## src/rtl/bwm_pkg.sv

```systemverilog
package bwm_pkg;

  // Source of the byte returned for an accepted read
  typedef enum logic [1:0] {
    SRC_NONE  = 2'd0,
    SRC_ROM   = 2'd1,
    SRC_SRAM  = 2'd2,
    SRC_CONST = 2'd3
  } rd_src_e;

endpackage

```

## src/rtl/bwm_decode.sv

```systemverilog
module bwm_decode #(
  parameter int unsigned ADDR_W    = 16,
  parameter int unsigned OFS_W     = 13,
  parameter int unsigned IO_W      = 4,
  parameter int unsigned ROM_BASE  = 'h4000,
  parameter int unsigned SRAM_BASE = 'h6000,
  parameter int unsigned IO_BASE   = 'h7FC0,
  parameter int unsigned SEL_IDX   = 4,
  parameter int unsigned SW_IDX    = 6
) (
  input  logic [ADDR_W-1:0] addr,
  output logic              in_rom,
  output logic              in_sram,
  output logic              in_io,
  output logic              io_sel,
  output logic              io_sw
);

  localparam logic [ADDR_W-1:0] ROM_B  = ADDR_W'(ROM_BASE);
  localparam logic [ADDR_W-1:0] SRAM_B = ADDR_W'(SRAM_BASE);
  localparam logic [ADDR_W-1:0] IO_B   = ADDR_W'(IO_BASE);
  localparam logic [IO_W-1:0]   SEL_I  = IO_W'(SEL_IDX);
  localparam logic [IO_W-1:0]   SW_I   = IO_W'(SW_IDX);

  // Window matches compare only the bits above the window size
  assign in_rom  = (addr[ADDR_W-1:OFS_W] == ROM_B[ADDR_W-1:OFS_W]);
  assign in_sram = (addr[ADDR_W-1:OFS_W] == SRAM_B[ADDR_W-1:OFS_W]);
  assign in_io   = (addr[ADDR_W-1:IO_W]  == IO_B[ADDR_W-1:IO_W]);
  assign io_sel  = in_io && (addr[IO_W-1:0] == SEL_I);
  assign io_sw   = in_io && (addr[IO_W-1:0] == SW_I);

endmodule

```

## src/rtl/bwm_bank_shadow.sv

```systemverilog
module bwm_bank_shadow #(
  parameter int unsigned BANK_W = 4
) (
  input  logic              clk,
  input  logic              rst,
  input  logic              wr_en,
  input  logic [BANK_W-1:0] wr_nib,
  input  logic [BANK_W-1:0] load_nib,
  output logic [BANK_W-1:0] bank
);

  // Delayed reset marks cycles where the fetch of the page byte returns
  logic rst_q;

  always_ff @(posedge clk) begin
    rst_q <= rst;
  end

  // The copy carries no reset value: it is refilled from SRAM instead
  always_ff @(posedge clk) begin
    if (wr_en) begin
      bank <= wr_nib;
    end else if (rst_q) begin
      bank <= load_nib;
    end
  end

endmodule

```

## src/rtl/bwm_read_return.sv

```systemverilog
module bwm_read_return
  import bwm_pkg::*;
#(
  parameter int unsigned DATA_W = 8
) (
  input  logic              clk,
  input  logic              rst,
  input  logic              issue_valid,
  input  rd_src_e           issue_src,
  input  logic [DATA_W-1:0] issue_const,
  input  logic [DATA_W-1:0] rom_rdata,
  input  logic [DATA_W-1:0] sram_rdata,
  output logic [DATA_W-1:0] rdata,
  output logic              rvalid
);

  logic              s1_valid;
  rd_src_e           s1_src;
  logic [DATA_W-1:0] s1_const;
  logic [DATA_W-1:0] pick;

  // Stage 1 runs alongside the memory access
  always_ff @(posedge clk) begin
    if (rst) begin
      s1_valid <= 1'b0;
      s1_src   <= SRC_NONE;
      s1_const <= '0;
    end else begin
      s1_valid <= issue_valid;
      s1_src   <= issue_src;
      s1_const <= issue_const;
    end
  end

  always_comb begin
    case (s1_src)
      SRC_ROM:  pick = rom_rdata;
      SRC_SRAM: pick = sram_rdata;
      default:  pick = s1_const;
    endcase
  end

  // Stage 2: registered result and strobe
  always_ff @(posedge clk) begin
    if (rst) begin
      rvalid <= 1'b0;
      rdata  <= '0;
    end else begin
      rvalid <= s1_valid;
      if (s1_valid) begin
        rdata <= pick;
      end
    end
  end

endmodule

```

## src/rtl/banked_rom_sram_window.sv

```systemverilog
module banked_rom_sram_window
  import bwm_pkg::*;
#(
  parameter int unsigned       ADDR_W    = 16,
  parameter int unsigned       DATA_W    = 8,
  parameter int unsigned       BANK_W    = 4,
  parameter int unsigned       OFS_W     = 13,
  parameter int unsigned       IO_W      = 4,
  parameter int unsigned       ROM_BASE  = 'h4000,
  parameter int unsigned       SRAM_BASE = 'h6000,
  parameter int unsigned       IO_BASE   = 'h7FC0,
  parameter int unsigned       SEL_IDX   = 4,
  parameter int unsigned       SW_IDX    = 6,
  parameter logic [DATA_W-1:0] IDLE_VAL  = 'hFF,
  parameter logic [DATA_W-1:0] SW_ON_VAL = 'hFB
) (
  input  logic                    clk,
  input  logic                    rst,
  input  logic                    cpu_req,
  input  logic                    cpu_we,
  input  logic [ADDR_W-1:0]       cpu_addr,
  input  logic [DATA_W-1:0]       cpu_wdata,
  output logic [DATA_W-1:0]       cpu_rdata,
  output logic                    cpu_rvalid,
  output logic                    rom_re,
  output logic [BANK_W+OFS_W-1:0] rom_addr,
  input  logic [DATA_W-1:0]       rom_rdata,
  output logic                    sram_re,
  output logic                    sram_we,
  output logic [OFS_W-1:0]        sram_addr,
  output logic [DATA_W-1:0]       sram_wdata,
  input  logic [DATA_W-1:0]       sram_rdata,
  input  logic                    fw_switch
);

  localparam int unsigned       ROM_AW   = BANK_W + OFS_W;
  localparam logic [ADDR_W-1:0] SEL_ADDR = ADDR_W'(IO_BASE + SEL_IDX);
  localparam logic [ADDR_W-1:0] SW_ADDR  = ADDR_W'(IO_BASE + SW_IDX);
  localparam logic [ADDR_W-1:0] SRAM_B   = ADDR_W'(SRAM_BASE);
  localparam logic [OFS_W-1:0]  SEL_OFS  = SEL_ADDR[OFS_W-1:0];

  logic              in_rom, in_sram, in_io, io_sel, io_sw;
  logic              rd_req, wr_req;
  logic [BANK_W-1:0] bank;
  rd_src_e           issue_src;
  logic [DATA_W-1:0] issue_const;

  bwm_decode #(
    .ADDR_W   (ADDR_W),
    .OFS_W    (OFS_W),
    .IO_W     (IO_W),
    .ROM_BASE (ROM_BASE),
    .SRAM_BASE(SRAM_BASE),
    .IO_BASE  (IO_BASE),
    .SEL_IDX  (SEL_IDX),
    .SW_IDX   (SW_IDX)
  ) decode_i (
    .addr   (cpu_addr),
    .in_rom (in_rom),
    .in_sram(in_sram),
    .in_io  (in_io),
    .io_sel (io_sel),
    .io_sw  (io_sw)
  );

  // Requests are not taken while reset is held
  assign rd_req = cpu_req && !cpu_we && !rst;
  assign wr_req = cpu_req &&  cpu_we && !rst;

  // Where the byte for this read comes from
  always_comb begin
    issue_src   = SRC_CONST;
    issue_const = IDLE_VAL;
    if (in_rom) begin
      issue_src = SRC_ROM;
    end else if (in_io) begin
      if (io_sel) begin
        issue_src = SRC_SRAM;
      end else if (io_sw && fw_switch) begin
        issue_const = SW_ON_VAL;
      end
    end else if (in_sram) begin
      issue_src = SRC_SRAM;
    end
  end

  bwm_bank_shadow #(
    .BANK_W(BANK_W)
  ) shadow_i (
    .clk     (clk),
    .rst     (rst),
    .wr_en   (wr_req && io_sel),
    .wr_nib  (cpu_wdata[BANK_W-1:0]),
    .load_nib(sram_rdata[BANK_W-1:0]),
    .bank    (bank)
  );

  // Memory ports; during reset the SRAM port fetches the page byte
  assign rom_re     = rd_req && (issue_src == SRC_ROM);
  assign rom_addr   = {bank, cpu_addr[OFS_W-1:0]};
  assign sram_re    = rst || (rd_req && (issue_src == SRC_SRAM));
  assign sram_we    = wr_req && in_sram;
  assign sram_addr  = rst ? SEL_OFS : cpu_addr[OFS_W-1:0];
  assign sram_wdata = cpu_wdata;

  bwm_read_return #(
    .DATA_W(DATA_W)
  ) ret_i (
    .clk        (clk),
    .rst        (rst),
    .issue_valid(rd_req),
    .issue_src  (issue_src),
    .issue_const(issue_const),
    .rom_rdata  (rom_rdata),
    .sram_rdata (sram_rdata),
    .rdata      (cpu_rdata),
    .rvalid     (cpu_rvalid)
  );


  no_stray_write_chk: assert property (@(posedge clk) disable iff (rst)
    (cpu_req && cpu_we && (cpu_addr[ADDR_W-1:OFS_W] != SRAM_B[ADDR_W-1:OFS_W]))
      |-> !sram_we);


  reset_no_write_chk: assert property (@(posedge clk) rst |-> !sram_we);


  rd_latency_chk: assert property (@(posedge clk) disable iff (rst)
    (cpu_req && !cpu_we) |-> ##2 cpu_rvalid);


  wr_silent_chk: assert property (@(posedge clk) disable iff (rst)
    (cpu_req && cpu_we) |-> ##2 !cpu_rvalid);


  page_follow_chk: assert property (@(posedge clk) disable iff (rst)
    (!$past(rst) && $past(cpu_req && cpu_we && (cpu_addr == SEL_ADDR)) && rom_re)
      |-> (rom_addr[ROM_AW-1:OFS_W] == $past(cpu_wdata[BANK_W-1:0])));


  sw_status_chk: assert property (@(posedge clk) disable iff (rst)
    (cpu_req && !cpu_we && (cpu_addr == SW_ADDR) && fw_switch)
      |-> ##2 (cpu_rdata == SW_ON_VAL));


  port_excl_chk: assert property (@(posedge clk) disable iff (rst)
    $onehot0({rom_re, sram_re, sram_we}));

endmodule

```

## config.mk

```make
export PLATFORM = sky130hd
export DESIGN_NAME = banked_rom_sram_window
export DESIGN_NICKNAME = d
export VERILOG_FILES = /design/src/rtl/bwm_pkg.sv /design/src/rtl/bwm_decode.sv /design/src/rtl/bwm_bank_shadow.sv /design/src/rtl/bwm_read_return.sv /design/src/rtl/banked_rom_sram_window.sv
export SDC_FILE = /design/constraint.sdc
export NUM_CORES = 1
export LEC_CHECK = 0
export BUFFER_PORTS_ARGS = -buffer_cell sky130_fd_sc_hd__buf_4
export CAP_MARGIN = 20
export CORE_MARGIN = 1
export CORE_UTILIZATION = 43
export CTS_BUF_LIST = sky130_fd_sc_hd__clkbuf_2
export DETAILED_ROUTE_END_ITERATION = 10
export PLACE_DENSITY = 0.89
export SKIP_CTS_REPAIR_TIMING = 1
export SLEW_MARGIN = 20
export SYNTH_ARGS = -nofsm -noshare
export SYNTH_HDL_FRONTEND = slang
export SYNTH_HIERARCHICAL = 1
export SYNTH_SLANG_ARGS = --single-unit
```

## constraint.sdc

```tcl
create_clock -name clk -period 2.3 [get_ports clk]
set_input_delay 0.46 -clock clk [delete_from_list [all_inputs] [get_ports clk]]
set_output_delay 0.46 -clock clk [all_outputs]
set_load 0.1 [all_outputs]
```

# Word-level counts from Yosys, hierarchy flattened
# Cells that the tools add are included.
[classes]
n_reduce_logical = 15
eq_ne = 9
muxes = 12
[op_table]
columns = ["operator", "count"]
rows = [
  ["case mux 8 bit (2 select lines)", 1],
  ["two-way mux 13 bit", 1],
  ["== test 12 x 11 -> 1 bit, second input constant", 1],
  ["two-way mux 3 bit", 4],
  ["logical AND 1 bit", 11],
  ["== test 4 x 3 -> 1 bit, second input constant", 2],
  ["two-way mux 4 bit", 2],
  ["== test 3 x 2 -> 1 bit, second input constant", 2],
  ["== test 2 x 1 -> 1 bit, second input constant", 2],
  ["== test 2 bit, second input constant", 2],
  ["two-way mux 2 bit", 2],
  ["logical NOT 1 bit", 2],
  ["two-way mux 1 bit", 2],
  ["nonzero test 2 bit", 1],
  ["logical OR 1 bit", 1],
]
[totals]
reg_bits = 25
output_inout_bits = 50

# Depth between registers and ports, before layout
[logic_depth]
depth_word = 8
depth_mapped = 6
mapped_depth_nobuf = 6

# Hierarchy
# Netlist, hierarchy kept.
[by_module_without_submodules]
columns = ["module", "seq_area_each_um2", "area_per_inst_um2", "cells_per_inst", "instances"]
rows = [
  ["bwm_read_return", 400.4, 817.0, 69, 1],
  ["banked_rom_sram_window", 0.0, 355.3, 49, 1],
  ["bwm_bank_shadow", 140.1, 191.4, 10, 1],
  ["bwm_decode", 0.0, 83.8, 10, 1],
]

# Least setup slack after synthesis
# Ideal clock, no wire load.
[synth_path]
kind = "in2out"
start = "in cpu_addr[15]"
end = "out sram_re"
path_buffers = 0
slack_ns = -1.072
arrival_time_ns = 2.912
cell_stages = 5
cell_sequence = "and3b_2 and4_4 and4b_1 mux2i_1 o41ai_2"
[synth_via]
elab_chain_len = 8
[synth_lines]
columns = ["item", "line", "rtl"]
rows = [
  ["from (decl)", "banked_rom_sram_window.sv:21", "input logic [ADDR_W-1:0] cpu_addr,"],
  ["== test 12 x 11 -> 1 bit", "bwm_decode.sv:28", "assign in_io = (addr[ADDR_W-1:IO_W] == IO_B[ADDR_W-1:IO_W]);"],
  ["via in_io", "banked_rom_sram_window.sv:42", "logic in_rom, in_sram, in_io, io_sel, io_sw;"],
  ["logical AND 1 bit", "bwm_decode.sv:29", "assign io_sel = in_io && (addr[IO_W-1:0] == SEL_I);"],
  ["via io_sel", "banked_rom_sram_window.sv:42", ""],
  ["two-way mux 1 bit", "banked_rom_sram_window.sv:77", "if (io_sel) begin"],
  ["two-way mux 2 bit", "banked_rom_sram_window.sv:76", "end else if (in_io) begin"],
  ["two-way mux 2 bit", "banked_rom_sram_window.sv:74", "if (in_rom) begin"],
  ["== test 2 bit", "banked_rom_sram_window.sv:101", "assign sram_re = rst || (rd_req && (issue_src == SRC_SRAM));"],
  ["logical AND 1 bit", "banked_rom_sram_window.sv:101", ""],
  ["logical OR 1 bit", "banked_rom_sram_window.sv:101", ""],
  ["to (decl)", "banked_rom_sram_window.sv:28", "output logic sram_re,"],
]
# The timed path passes the listed nets, and every way through them passes these cells.

# Final worst setup path
[layout_path]
start = "in cpu_addr[4]"
end = "out sram_re"
# The elaborated chain is that of the path after synthesis.

==> results.yml <==
sta:
  finalSetupViolCount: 0
  clock.fmax_mhz: 442.1
  whs_ns: 0.4228
  tns_ns: 0
  rsz0062_at_grt: "yes"
  drv_slew: 0
  final_hold_viol_count: 0
  fin_crit_sh_pct: 98.34
  period_minus_slack_ns: 2.262
  fin_ws_ns: 0.03809
  skew_ns: 0.007304
worst_setup_path:
  crit_type: "primary input to primary output"
  worstPathRequired_ns: 1.84
  r2r_start: "ret_i/s1_src[0]"
  worstPathMaxFanout: 2
  crit_path_start: "cpu_addr[4]"
  end_kind: "primary output"
  startpoint_type: "primary input"
  arrival_ns: 1.80
  r2r_setup_slack_ns: 0.93
yosys:
  avgSynthCellArea_um2: 10.49
  netlist-cell-type-count: 36
  synth-seq-area-share_pct: 37.34
  ys.flop_type: "dfxtp_1"
  ys.warnings.count: 6
  syn-cell-area_um2: 1448
  ys_async_sr_fraction_pct: 0
  synth_cells: 138
  synth_edf_count: 4
  ys_ff_latch: 25
placed_design:
  place_ws_ns: -0.06132
  port_buffers: 86
  routabilityCongestion: 0.7995
  dp_hpwl_um: 2570
drt:
  vias_per_cell: 4.704
  drtIter0Drc: 34
  drt_pre_antenna_iters: 4
  drcViolationCount: 0
  wl_per_cell_um: 12.23
  drt_wl_total_um: 3144
  num_vias: 1209
  ant_nets: 0
clock_network:
  tritoncts: "built"
  cts-htree-levels: 1
  cts_root_buffer: "clkbuf_2"
  cts_sinks: 25
  cts_max_path_buffers: 2
  clkLatencyLatePin_ns: 0.32
  cts-buffers-inserted: 3
  clk_pin_slew_ns: 0.20
floorplanning:
  io_pins: 95
  core_um2: 3128
  die_h_um: 60.02
  die_w_um: 60.02
  rows: 20
  die_area_um2: 3602
  start_util_pct: 46.28
cells_and_area:
  antenna_cells: 0
  area_delta_synth_final_pct: 42.61
  fin_util_pct: 66.00
  drive_gt1_share_pct: 61.03
  fin_nets: 261
run_status:
  outcome: "finished, final reports clean"
run:
  cap_violations: 0
grt:
  grt_usage_pct: 18.57
  grt_pass1_vias: 1175
  grt-ovfl-total: 0
  grt_pass1_wl_um: 4947
  grt_max_degree: 38
  antenna_found_initial: 0
pwr:
  clkPwrFrac_pct: 14.2
  vdd_drop_max_mv: 0.2671
  p_per_area_nw_per_um2: 545.6
  p_sw_uw: 481.2
  power.total_mw: 1.126
  switching_share_pct: 42.72
  p_int_uw: 645.1
  seq_power_share_pct: 42.1
  power_leakage_nw: 0.9928
  comb_power_share_pct: 43.7
worst_hold_path:
  hold_class: "primary input to flop"
  hold_start: "rom_rdata[7]"
## per-layer routing
metal | track usage [%] | vias up | wire length, µm
met5 | 0 | - | 0
met4 | 6.977 | 0 | 42
met3 | 4.113 | 4 | 276
met2 | 36.19 | 71 | 1620
met1 | 18.88 | 525 | 1205
li1 | - | 609 | -
## flip-flops by register name, indices dropped and copies added (netlist names)
| signal | flops |
|---|---|
| shadow_i/bank | 4 |
| shadow_i/rst_q | 1 |
| ret_i/s1_const | 8 |
| ret_i/s1_src | 2 |
| ret_i/rdata | 8 |
| ret_i/s1_valid | 1 |
| ret_i/rvalid | 1 |
## cell usage after synthesis (2+ instances only)
library cell | instances | area, µm²
mux2_2 | 4 | 45.04
buf_2 | 4 | 20.02
o22ai_1 | 7 | 43.79
a221oi_2 | 8 | 120.1
nor2_1 | 2 | 7.510
dfxtp_1 | 21 | 420.4
buf_6 | 2 | 22.52
and3_1 | 2 | 12.51
inv_1 | 5 | 18.77
and2b_2 | 4 | 35.03
edfxtp_1 | 4 | 120.1
buf_4 | 21 | 157.7
nor3_2 | 8 | 80.08
ha_1 | 2 | 25.02
nor2b_1 | 15 | 93.84
or2_1 | 9 | 56.30
## per-stage QoR
step | instances | area (µm²)
floorplan | 144 | 1484
global placement | 253 | 2033
detailed placement | 253 | 2033
CTS | 257 | 2053
global route | 257 | 2064
finish | 257 | 2064
## power groups by stage
stage / clock network [mW] / registers (mW) / logic [mW]
floorplan: 0 / 0.546 / 0.346
finish: 0.159 / 0.474 / 0.493
CTS: 0.165 / 0.474 / 0.493
global route: 0.186 / 0.477 / 0.511
global placement: 0 / 0.483 / 0.488
detailed placement: 0 / 0.484 / 0.492
## critical path, stage by stage
cell and delay, ns:
buf_4 0.11, and3b_1 0.19, and4_4 0.22, and4b_1 0.23, mux2i_2 0.10, o41ai_4 0.22, buf_6 0.27
## cells by family (layout without fill, tap and decap cells)
family	after synthesis	in the layout	synth area share, %
AND/OR/NAND/NOR	55	55	28.70
AO/OA/AOI/OAI	17	17	12.79
buffers and inverters	33	102	15.38
other	1	7	0.2590
flip-flops	25	25	37.34
adder cells (fa/ha/maj)	2	2	1.728
multiplexers	5	5	3.803
## cell type report
class                   instances  area (µm²)
multi-input cells              86       724.4
repair buffers                 93       705.7
fillers                       260        1064
inverters                       5       18.77
flip-flops and latches         25       540.5
clock buffers                   4       20.02
well taps                      44       55.05
## placed cells by master (no fill, tap or decap), drive strengths merged, types with 2 or more instances in the layout
cell / count
a221oi: 8
and2: 2
and2b: 4
and3: 2
and3b: 2
and4: 2
buf: 93
clkbuf: 4
conb: 7
dfxtp: 21
edfxtp: 4
ha: 2
inv: 5
mux2: 4
nor2: 2
nor2b: 15
nor3: 8
nor3b: 2
o22ai: 7
or2: 10
## path summary, 6_finish.rpt
kind,to,cells after the start
hold reg to reg,ret_i/rdata[0],2
setup reg to reg,ret_i/rdata[2],5
hold / removal,ret_i/rdata[7],3
setup / recovery,sram_re,7
(Power assumes the default switching activity.)
